## config.mk

```make
export PLATFORM = sky130hd
export DESIGN_NAME = gpio_port_irq
export DESIGN_NICKNAME = d
export VERILOG_FILES = /design/src/rtl/gpio_port_pkg.sv /design/src/rtl/gpio_sync.sv /design/src/rtl/gpio_edge_det.sv /design/src/rtl/gpio_irq_bank.sv /design/src/rtl/gpio_port_irq.sv
export SDC_FILE = /design/constraint.sdc
export NUM_CORES = 1
export LEC_CHECK = 0
export CAP_MARGIN = 15
export CORE_MARGIN = 2
export CORE_UTILIZATION = 59
export CTS_CLUSTER_SIZE = 24
export DETAILED_ROUTE_END_ITERATION = 8
export PLACE_DENSITY = 0.85
export SLEW_MARGIN = 20
export SYNTH_ARGS = -nofsm -noshare
export SYNTH_HDL_FRONTEND = slang
export SYNTH_SLANG_ARGS = --single-unit
export TNS_END_PERCENT = 100
```

## constraint.sdc

```tcl
create_clock -name clk_i -period 5.3 [get_ports clk_i]
set_clock_uncertainty 0.1 [all_clocks]
set_input_delay 1.06 -clock clk_i [delete_from_list [all_inputs] [get_ports clk_i]]
set_output_delay 1.06 -clock clk_i [all_outputs]
set_load 0.005 [all_outputs]
```

## src/rtl/gpio_port_pkg.sv

```systemverilog
`timescale 1ns/1ps
package gpio_port_pkg;
  localparam int unsigned ADDR_W = 12;
  localparam int unsigned WORD_W = ADDR_W - 2;
  localparam int unsigned WIN_MSB = 9;  // top offset bit of the data window

  typedef logic [WORD_W-1:0] word_t;

  localparam word_t W_DIR  = word_t'(10'h100);
  localparam word_t W_SNS  = word_t'(10'h101);
  localparam word_t W_BOTH = word_t'(10'h102);
  localparam word_t W_EVT  = word_t'(10'h103);
  localparam word_t W_EN   = word_t'(10'h104);
  localparam word_t W_RAW  = word_t'(10'h105);
  localparam word_t W_MSK  = word_t'(10'h106);
  localparam word_t W_CLR  = word_t'(10'h107);
endpackage

```

## src/rtl/gpio_sync.sv

```systemverilog
`timescale 1ns/1ps
module gpio_sync #(
  parameter int unsigned W      = 8,
  parameter int unsigned STAGES = 2
) (
  input  logic         clk_i,
  input  logic         rst_ni,
  input  logic [W-1:0] d_i,
  output logic [W-1:0] q_o
);
  logic [STAGES-1:0][W-1:0] stage_q;

  always_ff @(posedge clk_i or negedge rst_ni) begin
    if (!rst_ni) begin
      stage_q <= '0;
    end else begin
      stage_q[0] <= d_i;
      for (int s = 1; s < int'(STAGES); s++) stage_q[s] <= stage_q[s-1];
    end
  end

  assign q_o = stage_q[STAGES-1];
endmodule

```

## src/rtl/gpio_edge_det.sv

```systemverilog
`timescale 1ns/1ps
module gpio_edge_det #(
  parameter int unsigned W = 8
) (
  input  logic         clk_i,
  input  logic         rst_ni,
  input  logic [W-1:0] lvl_i,
  output logic [W-1:0] rise_o,
  output logic [W-1:0] fall_o
);
  logic [W-1:0] prev_q;

  always_ff @(posedge clk_i or negedge rst_ni) begin
    if (!rst_ni) prev_q <= '0;
    else         prev_q <= lvl_i;
  end

  assign rise_o = lvl_i & ~prev_q;
  assign fall_o = ~lvl_i & prev_q;
endmodule

```

## src/rtl/gpio_irq_bank.sv

```systemverilog
`timescale 1ns/1ps
module gpio_irq_bank #(
  parameter int unsigned W = 8
) (
  input  logic         clk_i,
  input  logic         rst_ni,
  input  logic [W-1:0] lvl_i,
  input  logic [W-1:0] rise_i,
  input  logic [W-1:0] fall_i,
  input  logic [W-1:0] sense_lvl_i,
  input  logic [W-1:0] both_i,
  input  logic [W-1:0] event_hi_i,
  input  logic [W-1:0] clr_i,
  output logic [W-1:0] raw_o
);
  for (genvar p = 0; p < int'(W); p++) begin : g_pin
    logic raw_bit;
    logic hit;
    logic raw_nxt;

    always_comb begin
      if (both_i[p])        hit = rise_i[p] | fall_i[p];
      else if (event_hi_i[p]) hit = rise_i[p];
      else                  hit = fall_i[p];

      if (sense_lvl_i[p]) raw_nxt = ~(lvl_i[p] ^ event_hi_i[p]);
      else                raw_nxt = hit | (raw_bit & ~clr_i[p]);  // capture beats clear
    end

    always_ff @(posedge clk_i or negedge rst_ni) begin
      if (!rst_ni) raw_bit <= 1'b0;
      else         raw_bit <= raw_nxt;
    end

    assign raw_o[p] = raw_bit;
  end
endmodule

```

## src/rtl/gpio_port_irq.sv

```systemverilog
`timescale 1ns/1ps
module gpio_port_irq
  import gpio_port_pkg::*;
#(
  parameter int unsigned NUM_PINS    = 8,
  parameter int unsigned SYNC_STAGES = 2
) (
  input  logic                clk_i,
  input  logic                rst_ni,
  input  logic [ADDR_W-1:0]   addr_i,
  input  logic                we_i,
  input  logic [NUM_PINS-1:0] wdata_i,
  output logic [NUM_PINS-1:0] rdata_o,
  input  logic [NUM_PINS-1:0] pin_i,
  output logic [NUM_PINS-1:0] pin_o,
  output logic [NUM_PINS-1:0] pin_oe_o,
  output logic                irq_o
);
  localparam int unsigned MASK_LSB = 2;
  localparam int unsigned MASK_MSB = MASK_LSB + NUM_PINS - 1;

  word_t               word;
  logic                in_win;
  logic [NUM_PINS-1:0] sel_mask;
  logic [NUM_PINS-1:0] out_q, dir_q, is_q, ibe_q, iev_q, ie_q;
  logic [NUM_PINS-1:0] sync_lvl, rise, fall, raw_st, clr_mask;

  assign word     = addr_i[ADDR_W-1:2];
  assign in_win   = (addr_i[ADDR_W-1:WIN_MSB+1] == '0);
  assign sel_mask = addr_i[MASK_MSB:MASK_LSB];
  assign clr_mask = (we_i && !in_win && word == W_CLR) ? wdata_i : '0;

  gpio_sync #(.W(NUM_PINS), .STAGES(SYNC_STAGES)) u_sync (
    .clk_i, .rst_ni, .d_i(pin_i), .q_o(sync_lvl)
  );

  gpio_edge_det #(.W(NUM_PINS)) u_edge (
    .clk_i, .rst_ni, .lvl_i(sync_lvl), .rise_o(rise), .fall_o(fall)
  );

  gpio_irq_bank #(.W(NUM_PINS)) u_irq (
    .clk_i, .rst_ni,
    .lvl_i(sync_lvl), .rise_i(rise), .fall_i(fall),
    .sense_lvl_i(is_q), .both_i(ibe_q), .event_hi_i(iev_q),
    .clr_i(clr_mask), .raw_o(raw_st)
  );

  always_ff @(posedge clk_i or negedge rst_ni) begin
    if (!rst_ni) begin
      out_q <= '0;
      dir_q <= '0;
      is_q  <= '0;
      ibe_q <= '0;
      iev_q <= '0;
      ie_q  <= '0;
    end else if (we_i) begin
      if (in_win) begin
        out_q <= (out_q & ~sel_mask) | (wdata_i & sel_mask);
      end else begin
        case (word)
          W_DIR:   dir_q <= wdata_i;
          W_SNS:   is_q  <= wdata_i;
          W_BOTH:  ibe_q <= wdata_i;
          W_EVT:   iev_q <= wdata_i;
          W_EN:    ie_q  <= wdata_i;
          default: ;
        endcase
      end
    end
  end

  always_comb begin
    rdata_o = '0;
    if (in_win) begin
      rdata_o = ((dir_q & out_q) | (~dir_q & sync_lvl)) & sel_mask;
    end else begin
      case (word)
        W_DIR:   rdata_o = dir_q;
        W_SNS:   rdata_o = is_q;
        W_BOTH:  rdata_o = ibe_q;
        W_EVT:   rdata_o = iev_q;
        W_EN:    rdata_o = ie_q;
        W_RAW:   rdata_o = raw_st;
        W_MSK:   rdata_o = raw_st & ie_q;
        default: rdata_o = '0;
      endcase
    end
  end

  assign pin_o    = out_q;
  assign pin_oe_o = dir_q;
  assign irq_o    = |(raw_st & ie_q);
endmodule

```

Yosys cells after proc, flatten, opt, wreduce, memory -nomap -nowiden

Cells that the tools add are included.

Bits in registers: 80
Input port bits: 31
Output and inout port bits: 25
Word-level logic and storage cells: 126

Eq/ne operators: 8
Multiplexer cells: 27
Bitwise operators: 63
Reduce and logical (&&, ||, !) cells: 11

Operators with widths:

| operator              | count |
|---|---|
| $eq A10 B9 Y1 const B | 8 |
| $and A8 B8 Y8         | 8 |
| $pmux W8 S7           | 1 |
| $not A8 Y8            | 4 |
| $mux W1               | 24 |
| $not A1 Y1            | 17 |
| $mux W8               | 2 |
| $or A1 B1 Y1          | 16 |
| $or A8 B8 Y8          | 2 |
| $reduce_and A3 Y1     | 5 |
| $and A1 B1 Y1         | 8 |
| $reduce_or A8 Y1      | 1 |
| $xor A1 B1 Y1         | 8 |
| $logic_and A1 B1 Y1   | 2 |
| $logic_not A2 Y1      | 1 |
| $reduce_and A2 Y1     | 1 |
| $logic_not A1 Y1      | 1 |

Depth between registers and ports, before layout

Depth in word-level cells: 9
Gate-level depth with buffers: 6
Depth with buffers taken out: 6

By module

From an unflattened synthesis, not the netlist that was laid out.

Cell total of the unflattened synthesis: 363
Area total of the unflattened synthesis: 4,196.5 um^2

Modules (own cells, without submodules):

| module        | times used | cells an instance | area each (um^2) |
|---|---|---|---|
| gpio_port_irq | 1          | 235               | 2,695.1 |
| gpio_irq_bank | 1          | 80                | 700.7 |
| gpio_sync     | 1          | 24                | 460.4 |
| gpio_edge_det | 1          | 24                | 340.3 |

Worst setup path after synthesis

OpenSTA, ideal clock, no wires.

Path type: input port to output port
From: input addr_i[2]
To: output rdata_o[0]
Arrival: 2.533 ns
Required time: 4.140 ns
Setup slack: 1.607 ns
Cell stages on the path: 6
Path buffers: 2
Cells stage by stage: clkbuf_1 and4b_1 clkbuf_1 nor4b_1 nand2_1 nand3_1

Cells in the longest elaborated chain, start to end: 3

RTL lines:

| item            | RTL line            | source |
|---|---|---|
| start, declared | gpio_port_irq.sv:10 | `input logic [ADDR_W-1:0] addr_i,` |
| $eq A10 B9 Y1   | gpio_port_irq.sv:77 | `case (word)` |
| $pmux W8 S7     | gpio_port_irq.sv:77 |  |
| $mux W8 (*)     | gpio_port_irq.sv:74 | `if (in_win) begin` |
| end, declared   | gpio_port_irq.sv:13 | `output logic [NUM_PINS-1:0] rdata_o,` |

Mark *: on every way between the ends. The rest lies on a longest branch, timed or not.

Worst setup path in the final report

From: input addr_i[2]
To: output rdata_o[2]

Cells in the longest elaborated chain, start to end: 3

RTL lines:

| item            | RTL line |
|---|---|
| $eq A10 B9 Y1   | gpio_port_irq.sv:77 |
| $pmux W8 S7 (*) | gpio_port_irq.sv:77 |
| $mux W8 (*)     | gpio_port_irq.sv:74 |

Marks and branches as above.

==> results.json <==
{
  "status": "finished, final reports clean",
  "drtIter0Drc": 362,
  "p_per_area_nw_per_um2": 274,
  "clk_pin_slew_ns": 0.08,
  "finalWeightedCongestion": 0.907,
  "grt_pass1_wl_mm": 15.9,
  "async_flop_share_pct": 100,
  "wl_per_cell_um": 18.8,
  "postRouteAntennaNets": 0,
  "finalNetCount": 459,
  "grt_pass1_vias": 3148,
  "ios": 56,
  "clock_path_buffers": 2,
  "seq_area_frac_synth_pct": 48.3,
  "worst_slew_pin_slew_ns": 0.984,
  "n_antenna_cell": 0,
  "routed_wl_mm": 9.66,
  "crit_required_ns": 4.14,
  "slew_violations": 0,
  "cp.arrival_ns": 3.62,
  "rows": 30,
  "start_util_pct": 61.0,
  "setup_viol": 0,
  "timing.rr.end": "u_irq.g_pin[0].raw_bit",
  "drv_cap": 0,
  "hold_viol_final": 0,
  "final_common_cell": "dfrtp_1",
  "fin_setup_tns_ns": 0,
  "endpoint_kind": "output port",
  "clock_latency_ns": 0.36,
  "synth_seq_cells": 80,
  "p_leak_nw": 2.28,
  "gr-total-overflow": 0,
  "cts_root_buffer": "clkbuf_8",
  "fin_crit_sh_pct": 90.2,
  "synth_enable_flop_cells": 0,
  "max_freq_ghz": 0.209,
  "rr_startpoint": "u_sync.q_o[0]",
  "dpl.hpwl_mm": 6.50,
  "postCtsHoldBufs": 0,
  "design_area_um2": 5030,
  "die_y_um": 87.8,
  "synth_ff_type": "dfrtp_1",
  "viasPerCell": 6.20,
  "ys_types": 45,
  "vias": 3181,
  "post-route-drc-count": 0,
  "hold_start": "u_sync.stage_q[2]",
  "startpoint": "addr_i[2]",
  "rsz0062_at_grt": "false",
  "syn_to_final_growth_pct": 21.4,
  "avgSynthCellArea_um2": 11.6,
  "relSlewSlack_pct": 34.4,
  "synthesis.nets": 403,
  "utilization_pct": 74.0,
  "nFillCells": 471,
  "antenna_found_initial": 0,
  "drive_gt1_share_pct": 19.7,
  "start_kind": "input pin",
  "drt_first_pass_iters": 5,
  "yosys_warnings": 0,
  "cts_buffers": 9,
  "hp-class": "flop to flop",
  "criticalPathCategory": "input pin to output port",
  "netlist_area_um2": 4140,
  "syn_inst": 356,
  "layout_common_cells": "dfrtp_1 (80), clkdlybuf4s50_1 (52), mux2_2 (41)",
  "die_area_um2": 7710,
  "track_usage_pct": 27.5,
  "cts_setup_buffers": 0,
  "die_width_um": 87.8,
  "grt_max_degree": 81,
  "htreeDepth": 3,
  "core_area_um2": 6790,
  "cts_tree": "yes",
  "endpoint": "rdata_o[2]",
  "reg2reg_depth": 6,
  "cp_max_fo": 13,
  "dpl_cell_area_um2": 4780,
  "port_buffers": 53,
  "period_minus_slack_ns": 4.78,
  "cts_num_sinks": 80,
  "cts_resized": 0,
  "ir_drop_mv": 0.172,
  "rrSetupSlack_ns": 3.70
}
[cells by family after synthesis]
kind of cell | share of synthesized area [%]
DFF | 48.3
AOI/OAI and AO/OA | 11.1
adders and majority gates | 4.83
buffers and inverters | 3.87
muxes | 18.3
xor gates and xnor gates | 1.69
and+or+nand+nor | 11.9
[registers in the layout, summed over array words and instances (netlist names), named ones only]
signal               count
ibe_q                    8
ie_q                     8
iev_q                    8
is_q                     8
pin_oe_o                 8
u_edge.prev_q            8
u_irq.g_pin.raw_bit      8
u_sync.q_o               8
u_sync.stage_q           8
[through the flow]
stage / worst slack (ns) / power, mW / cells / hold WS (ns)
2_1_floorplan: 1.61 / 0.736 / 356 / 0.231
3_3_place_gp: 0.588 / 0.825 / 497 / 0.233
3_5_place_dp: 0.621 / 0.831 / 497 / 0.236
4_1_cts: 0.564 / 1.38 / 513 / 0.256
5_1_grt: 0.372 / 1.43 / 513 / 0.269
6_report: 0.518 / 1.38 / 513 / 0.253
[worst min path at each step]
stage | endpoint | slack [ns] | cells past startpoint
global placement | u_sync.q_o[4] | 0.23 | 0
floorplan | u_sync.q_o[0] | 0.23 | 0
CTS | u_sync.q_o[5] | 0.26 | 0
finish | u_sync.q_o[2] | 0.25 | 0
global route | u_sync.q_o[4] | 0.27 | 0
detailed placement | u_sync.q_o[5] | 0.24 | 0
[metal layers]
| metal | GRT usage [%] | wire length [um] | vias up |
|---|---|---|---|
| met3 | 5.18 | 777 | 42 |
| met1 | 36.8 | 3890 | 1556 |
| met4 | 15.0 | 407 | 0 |
| met5 | 0 | 0 | - |
| li1 | - | - | 1422 |
| met2 | 42.6 | 4580 | 161 |
[power by group]
group	internal, mW	total (mW)	switching [mW]
clock network	0.328	0.556	0.229
registers	0.638	0.662	0.0234
logic	0.0868	0.158	0.0716
total	1.05	1.38	0.324
[worst max-delay path, cell delays in order]
cell	delay, ns
clkdlybuf4s50_1	0.61
buf_4	0.31
nand4bb_1	0.41
a2111oi_0	0.53
a31oi_1	0.10
nand3_1	0.10
clkdlybuf4s50_1	0.50
[area by class of cell]
cell class / count / area, um2 / share of cell area, %
sequential: 80 / 2000 / 39.8
multi-input combinational: 236 / 1980 / 39.4
timing repair buffer: 60 / 581 / 11.5
clock buffer: 10 / 138 / 2.74
tap: 96 / 120 / 2.39
clock inverter: 6 / 115 / 2.29
inverter: 25 / 93.8 / 1.87
[cell usage after synthesis, types with 9 or more instances]
master    number  area (um2)
nor2b_1       11        68.8
ha_1          16         200
o21ai_0       10        50.1
nand3_1       25         125
a211oi_1       9        67.6
dfrtp_1       80        2000
mux2_2        41         462
a21oi_1        9        45.0
clkbuf_1      12        45.0
nand2_1       25        93.8
inv_1         25        93.8
Note: power is estimated with default switching activity, not from simulation.
